[config.mk]
export PLATFORM = sky130hd
export DESIGN_NAME = msi_line_ctrl
export DESIGN_NICKNAME = d
export VERILOG_FILES = /design/src/rtl/msi_line_ctrl.sv
export SDC_FILE = /design/constraint.sdc
export NUM_CORES = 1
export LEC_CHECK = 0
export BUFFER_PORTS_ARGS = -buffer_cell sky130_fd_sc_hd__clkbuf_2
export CAP_MARGIN = 20
export CORE_ASPECT_RATIO = 1.2
export CORE_MARGIN = 2
export CORE_UTILIZATION = 25
export DETAILED_ROUTE_END_ITERATION = 8
export HOLD_SLACK_MARGIN = 0.1
export PLACE_DENSITY = 0.43
export SYNTH_ARGS = -nofsm -noshare
export SYNTH_HDL_FRONTEND = slang
export SYNTH_SLANG_ARGS = --single-unit
[constraint.sdc]
create_clock -name clk -period 6.53 [get_ports clk]
set_clock_uncertainty 0.2 [all_clocks]
set_input_delay 1.306 -clock clk [delete_from_list [all_inputs] [get_ports clk]]
set_output_delay 1.306 -clock clk [all_outputs]
set_load 0.1 [all_outputs]
[src/rtl/msi_line_ctrl.sv]
module msi_line_ctrl #(
  parameter int ADDR_W = 12,
  parameter int OFS_W  = 2,
  parameter int IDX_W  = 2,
  parameter int DATA_W = 8
) (
  input  logic                    clk,
  input  logic                    rst_n,
  input  logic                    cpu_req,
  input  logic [1:0]              cpu_op,
  input  logic [ADDR_W-1:0]       cpu_addr,
  input  logic [DATA_W-1:0]       cpu_wdata,
  output logic                    cpu_ready,
  output logic                    cpu_done,
  output logic [DATA_W-1:0]       cpu_rdata,
  output logic                    bus_req,
  output logic [1:0]              bus_cmd,
  output logic [ADDR_W-1:0]       bus_addr,
  output logic [DATA_W-1:0]       bus_wdata,
  input  logic                    bus_gnt,
  input  logic [DATA_W-1:0]       bus_rdata,
  input  logic                    snp_valid,
  input  logic [1:0]              snp_cmd,
  input  logic [ADDR_W-OFS_W-1:0] snp_line,
  output logic                    flush_valid,
  output logic [DATA_W-1:0]       flush_data
);
  localparam int LINE_W = ADDR_W - OFS_W;
  localparam int TAG_W  = LINE_W - IDX_W;
  localparam int LINES  = 1 << IDX_W;

  localparam logic [1:0] ST_I = 2'd0, ST_S = 2'd1, ST_M = 2'd2;
  localparam logic [1:0] OP_RD = 2'd0, OP_WR = 2'd1, OP_EV = 2'd2;
  localparam logic [1:0] B_RD = 2'd0, B_RDX = 2'd1, B_UPG = 2'd2, B_WB = 2'd3;

  logic [1:0]        st_q  [LINES];
  logic [TAG_W-1:0]  tag_q [LINES];
  logic [DATA_W-1:0] dat_q [LINES];

  logic              act_q;
  logic [1:0]        op_q;
  logic [ADDR_W-1:0] addr_q;
  logic [DATA_W-1:0] wd_q;

  logic [IDX_W-1:0] idx;
  logic [TAG_W-1:0] tg;
  logic [1:0]       cur;
  logic             hit;
  logic             need;
  logic [1:0]       cmd;
  logic             final_tx;
  logic             go;
  logic             complete;

  assign idx = addr_q[OFS_W +: IDX_W];
  assign tg  = addr_q[ADDR_W-1 -: TAG_W];
  assign cur = st_q[idx];
  assign hit = (cur != ST_I) && (tag_q[idx] == tg);

  always_comb begin
    need = 1'b0;
    cmd  = B_RD;
    case (op_q)
      OP_RD: begin
        if (!hit) begin
          need = 1'b1;
          cmd  = (cur == ST_M) ? B_WB : B_RD;
        end
      end
      OP_WR: begin
        if (hit && cur == ST_S) begin
          need = 1'b1;
          cmd  = B_UPG;
        end else if (!hit) begin
          need = 1'b1;
          cmd  = (cur == ST_M) ? B_WB : B_RDX;
        end
      end
      OP_EV: begin
        if (hit && cur == ST_M) begin
          need = 1'b1;
          cmd  = B_WB;
        end
      end
      default: ;
    endcase
  end

  assign final_tx  = (op_q == OP_EV) || (cmd != B_WB);
  assign go        = act_q && !snp_valid;
  assign complete  = go && (!need || (bus_gnt && final_tx));

  assign cpu_ready = !act_q;
  assign bus_req   = act_q && need;
  assign bus_cmd   = cmd;
  assign bus_addr  = (cmd == B_WB) ? {tag_q[idx], idx, {OFS_W{1'b0}}} : addr_q;
  assign bus_wdata = dat_q[idx];

  logic [IDX_W-1:0] sidx;
  logic [TAG_W-1:0] stag;
  logic             s_hit;
  logic [1:0]       s_st;

  assign sidx  = snp_line[IDX_W-1:0];
  assign stag  = snp_line[LINE_W-1 -: TAG_W];
  assign s_st  = st_q[sidx];
  assign s_hit = snp_valid && (s_st != ST_I) && (tag_q[sidx] == stag);

  always_ff @(posedge clk) begin
    if (!rst_n) begin
      for (int i = 0; i < LINES; i++) begin
        st_q[i]  <= ST_I;
        tag_q[i] <= '0;
        dat_q[i] <= '0;
      end
      act_q       <= 1'b0;
      op_q        <= OP_RD;
      addr_q      <= '0;
      wd_q        <= '0;
      cpu_done    <= 1'b0;
      cpu_rdata   <= '0;
      flush_valid <= 1'b0;
      flush_data  <= '0;
    end else begin
      cpu_done    <= 1'b0;
      flush_valid <= 1'b0;

      if (!act_q && cpu_req) begin
        act_q  <= 1'b1;
        op_q   <= cpu_op;
        addr_q <= cpu_addr;
        wd_q   <= cpu_wdata;
      end

      if (s_hit) begin
        if (s_st == ST_M && (snp_cmd == B_RD || snp_cmd == B_RDX)) begin
          flush_valid <= 1'b1;
          flush_data  <= dat_q[sidx];
          st_q[sidx]  <= (snp_cmd == B_RD) ? ST_S : ST_I;
        end else if (s_st == ST_S && (snp_cmd == B_RDX || snp_cmd == B_UPG)) begin
          st_q[sidx] <= ST_I;
        end
      end else if (go) begin
        if (need && bus_gnt) begin
          case (cmd)
            B_RD: begin
              st_q[idx]  <= ST_S;
              tag_q[idx] <= tg;
              dat_q[idx] <= bus_rdata;
            end
            B_RDX: begin
              st_q[idx]  <= ST_M;
              tag_q[idx] <= tg;
              dat_q[idx] <= wd_q;
            end
            B_UPG: begin
              st_q[idx]  <= ST_M;
              dat_q[idx] <= wd_q;
            end
            default: st_q[idx] <= ST_I;
          endcase
        end else if (!need) begin
          if (op_q == OP_WR) dat_q[idx] <= wd_q;
          if (op_q == OP_EV && hit) st_q[idx] <= ST_I;
        end
      end

      if (complete) begin
        act_q     <= 1'b0;
        cpu_done  <= 1'b1;
        cpu_rdata <= (need && cmd == B_RD) ? bus_rdata : dat_q[idx];
      end
    end
  end
endmodule


After elaboration in Yosys (flattened, before gate mapping)

Memory sizes are Yosys's and may differ from the RTL's. A register that Yosys moved wholly into a read port is not among the register bits.
Index checks and enable logic that the tools add are counted.

Equality and inequality tests: 14
Multiplexer cells: 90
Bitwise logic cells: 10
Reductions and logical operators: 35

Operator list:

| kind                                          | number |
|---|---|
| two-way mux 1 bit                             | 57 |
| two-way mux 8 bit                             | 7 |
| two-way mux 2 bit                             | 23 |
| == test 8 bit                                 | 2 |
| OR reduction 8 bit                            | 2 |
| logical AND 1 bit                             | 15 |
| == test 2 bit, second input constant          | 6 |
| two-way mux 12 bit                            | 1 |
| == test 2 x 1 -> 1 bit, second input constant | 5 |
| bitwise OR 1 bit                              | 9 |
| zero test 2 bit                               | 3 |
| one-hot mux 2 bit (3 select lines)            | 1 |
| OR reduction 2 bit                            | 3 |
| zero test 1 bit                               | 4 |
| logical OR 1 bit                              | 4 |
| nonzero test 2 bit                            | 2 |
| one-hot mux 1 bit (3 select lines)            | 1 |
| OR reduction 3 bit                            | 1 |
| != test 2 bit, second input constant          | 1 |
| AND reduction 2 bit                           | 1 |
| NOT 1 bit                                     | 1 |

Register bits after elaboration: 33
RAM bits: 72
Input port bits: 47
Output and inout port bits: 42
Memories: 3

Memories:

| name  | words | bits a word | read ports | clocked after Yosys merged registers in | write ports | line | source |
|---|---|---|---|---|---|---|---|
| dat_q | 4     | 8           | 2          | 2                                       | 4           | 38   | `logic [DATA_W-1:0] dat_q [LINES];` |
| tag_q | 4     | 8           | 2          | 1                                       | 4           | 37   | `logic [TAG_W-1:0] tag_q [LINES];` |
| st_q  | 4     | 2           | 2          | 1                                       | 4           | 36   | `logic [1:0] st_q [LINES];` |

Depth between registers and ports, before layout

Depth in word-level cells: 18
Gate-level depth with buffers: 10

Worst setup path after synthesis

Ideal clock, no wire load.

Path type: register to output
Start point: register with a tool-made name
End point: output bus_addr[0]
Arrival: 3.385 ns
Required time: 5.024 ns
Path slack: 1.639 ns
Cell stages (with the launch flop): 10
Path through: dfxtp_1 -> buf_6 -> mux4_1 -> xnor2_1 -> nand4_1 -> nor2_4 -> nor2_1 -> o21a_1 -> buf_2 -> nor2b_1

RTL lines:

| element   | line | source |
|---|---|---|
| to (decl) | 18   | `output logic [ADDR_W-1:0] bus_addr,` |

==> flow_summary.json <==
{
  "htree_num_levels": 4,
  "ys.flop_type": "edfxtp_1",
  "setup_viol": 0,
  "die_w_um": 148,
  "first_global_vias": 4964,
  "cts_resized": 0,
  "overflow": 0,
  "postLayoutCoreUtil_pct": 30.8,
  "root_buffer": "clkbuf_16",
  "tns_ps": 0,
  "synth-seq-area-share_pct": 48.6,
  "start_kind": "flop",
  "synth_cell_types": 60,
  "fmax_mhz": 182,
  "clk_pin_slew_ps": 50,
  "cts_buffers": 17,
  "holdWs_ps": 260,
  "die_area_um2": 26200,
  "path_class": "reg2out",
  "start_util_pct": 25.3,
  "syn-num-nets": 579,
  "diodes": 0,
  "worst_slack_ps": 1030,
  "nets": 662,
  "yosys_warnings": 0,
  "synth_top_cell_area_share_pct": 34.7,
  "hold_path.class": "reg2reg",
  "fin_total_pwr_w": 0.00211,
  "cts_setup_buffers": 0,
  "clock_sinks": 115,
  "clock_latency_ps": 410,
  "drt-pass1-iter-count": 5,
  "synth_edf_count": 72,
  "cp_max_fo": 10,
  "num_io_pins": 89,
  "critPathRequiredTime_ps": 5020,
  "core-area_um2": 24600,
  "grt_pass1_wl_um": 29500,
  "synth-seq-cells": 115,
  "grt_max_degree": 37,
  "wire_per_inst_um": 20.3,
  "first_iter_violations": 251,
  "antenna_found_initial": 0,
  "rsz0062_at_grt": "no",
  "period_minus_slack_ps": 5500,
  "path_cells": "mux4_1 > xnor2_1 > and4_1 > nand2_2 > nor2_1 > o21a_1 > mux2_2 > clkbuf_2",
  "async_reset_ff_share_pct": 0,
  "drc_errors": 0,
  "place_hpwl_um": 13900,
  "syn_inst": 530,
  "dp_slack_ps": 1430,
  "track_usage_pct": 15.2,
  "synth_top_cells_by_count": "edfxtp_1 (72), nand2_1 (63), dfxtp_1 (43)",
  "slew_headroom_pct": 28.0,
  "timing.final.crit_share_pct": 84.2,
  "synth_top_cell_by_area": "edfxtp_1",
  "netlist_top_cells_area": "edfxtp_1 (35%), dfxtp_1 (14%), mux4_1 (6.8%)",
  "status": "completed",
  "clockBufferDepth": 2,
  "worstPathArrival_ps": 3990,
  "cts-hold-fix-buffers": 0,
  "io_buffer_count": 88,
  "tightest_slew_ps": 1070,
  "yosysMostFrequentCell": "edfxtp_1",
  "hold_viol": 0,
  "drv_cap": 0,
  "fp-row-count": 63,
  "p_per_area_nw_per_um2": 279,
  "ir_worst_vdd_v": 0.000169,
  "syn_area_per_cell_um2": 11.7,
  "syn2layout_area_growth_pct": 21.8,
  "die_y_um": 177,
  "crit_path_max_incr_delay_ps": 680,
  "detail_route.vias_per_cell": 4.91,
  "antenna_left": 0,
  "p_leak_nw": 2.97,
  "routed_wl_um": 19300,
  "netlist_area_um2": 6220,
  "num_vias": 4673,
  "gp_congestion": 0.839,
  "final-max-slew-violation-count": 0,
  "critical_path.slowest_cell": "mux4_1",
  "cts_tree": "yes",
  "cp-end-kind": "output port",
  "drive_gt1_share_pct": 26.4
}
[logic make-up after synthesis]
group | count (synthesis) | share of synthesized area (%)
XOR/XNOR | 21 | 2.95
AO/OA/AOI/OAI | 76 | 8.78
adder cells (fa/ha/maj) | 2 | 0.402
buffers and inverters | 47 | 3.86
multiplexers | 79 | 19.9
AND/OR/NAND/NOR | 190 | 15.6
flip-flops | 115 | 48.6
[cell usage in the layout (no fill, tap or decap), types with 3 or more instances in the layout]
master,Yosys,layout
a21o_1,4,4
a21oi_1,27,27
and2_1,18,18
and3_1,17,17
buf_4,3,8
clkbuf_16,0,18
clkbuf_2,0,88
clkbuf_8,0,3
clkinv_1,1,3
clkinv_2,0,4
dfxtp_1,43,43
edfxtp_1,72,72
inv_1,12,12
mux2_2,9,9
mux2i_1,40,40
mux4_1,16,16
mux4_2,14,14
nand2_1,63,63
nand3_1,3,3
nand4_1,4,4
nor2_1,30,30
nor2b_1,8,8
nor3_1,22,22
nor4_1,11,11
o21a_1,3,3
o21ai_0,14,9
o21ai_1,0,5
o2bb2ai_1,9,9
xnor2_1,20,20
[metrics by stage]
step,area [um2],instances
after global placement,6950,918
after detailed placement,6950,918
after floorplan,6220,530
after global routing,7580,951
after CTS,7550,950
final,7580,951
[final timing paths]
path | startpoint | endpoint | slack, ps | cells after the start
hold reg to reg | wd_q[7] | wd_q[7] | 260 | 2
hold / removal | wd_q[7] | wd_q[7] | 260 | 2
setup reg to reg | flop | dat_q[3][1] | 2420 | 8
setup / recovery | flop | bus_addr[11] | 1030 | 8
[layout make-up]
cell class	count	area, um2
Clock buffer	22	495
Inverter	14	57.6
Timing Repair Buffer	97	528
Multi-Input combinational cell	368	2970
Tap cell	325	407
Fill cell	2549	17000
Clock inverter	10	103
Sequential cell	115	3020
[critical path, delay by kind of cell, from the launching register on]
kind	cells	cell delay (ps)
XOR/XNOR	1	240
flip-flops	1	670
AND/OR/NAND/NOR	3	670
buffers and inverters	1	370
AO/OA/AOI/OAI	1	530
multiplexers	2	1090
[report_power, final]
group	switching (W)	leakage, nW	internal (W)	total (W)
clock	0.000319	0.292	0.000609	0.000928
sequential	0.0000317	1.09	0.000801	0.000832
combinational	0.000254	1.59	0.000100	0.000354
[per-layer routing]
metal	global-route usage [%]	vias to the layer above	part of all wire, %
met2	25.8	140	50
met5	0	-	0
li1	-	2164	-
met3	3.48	21	4.0
met4	5.04	0	2.1
met1	19.0	2348	43
[registers in the layout, summed over array words and instances, names as in the netlist, named ones only]
name / flops
cpu_done: 1
wd_q: 8
st_q: 8
tag_q: 32
act_q: 1
addr_q: 12
flush_data: 8
dat_q: 32
flush_valid: 1
cpu_rdata: 8
op_q: 2
Power figures use the tool's default switching activity.
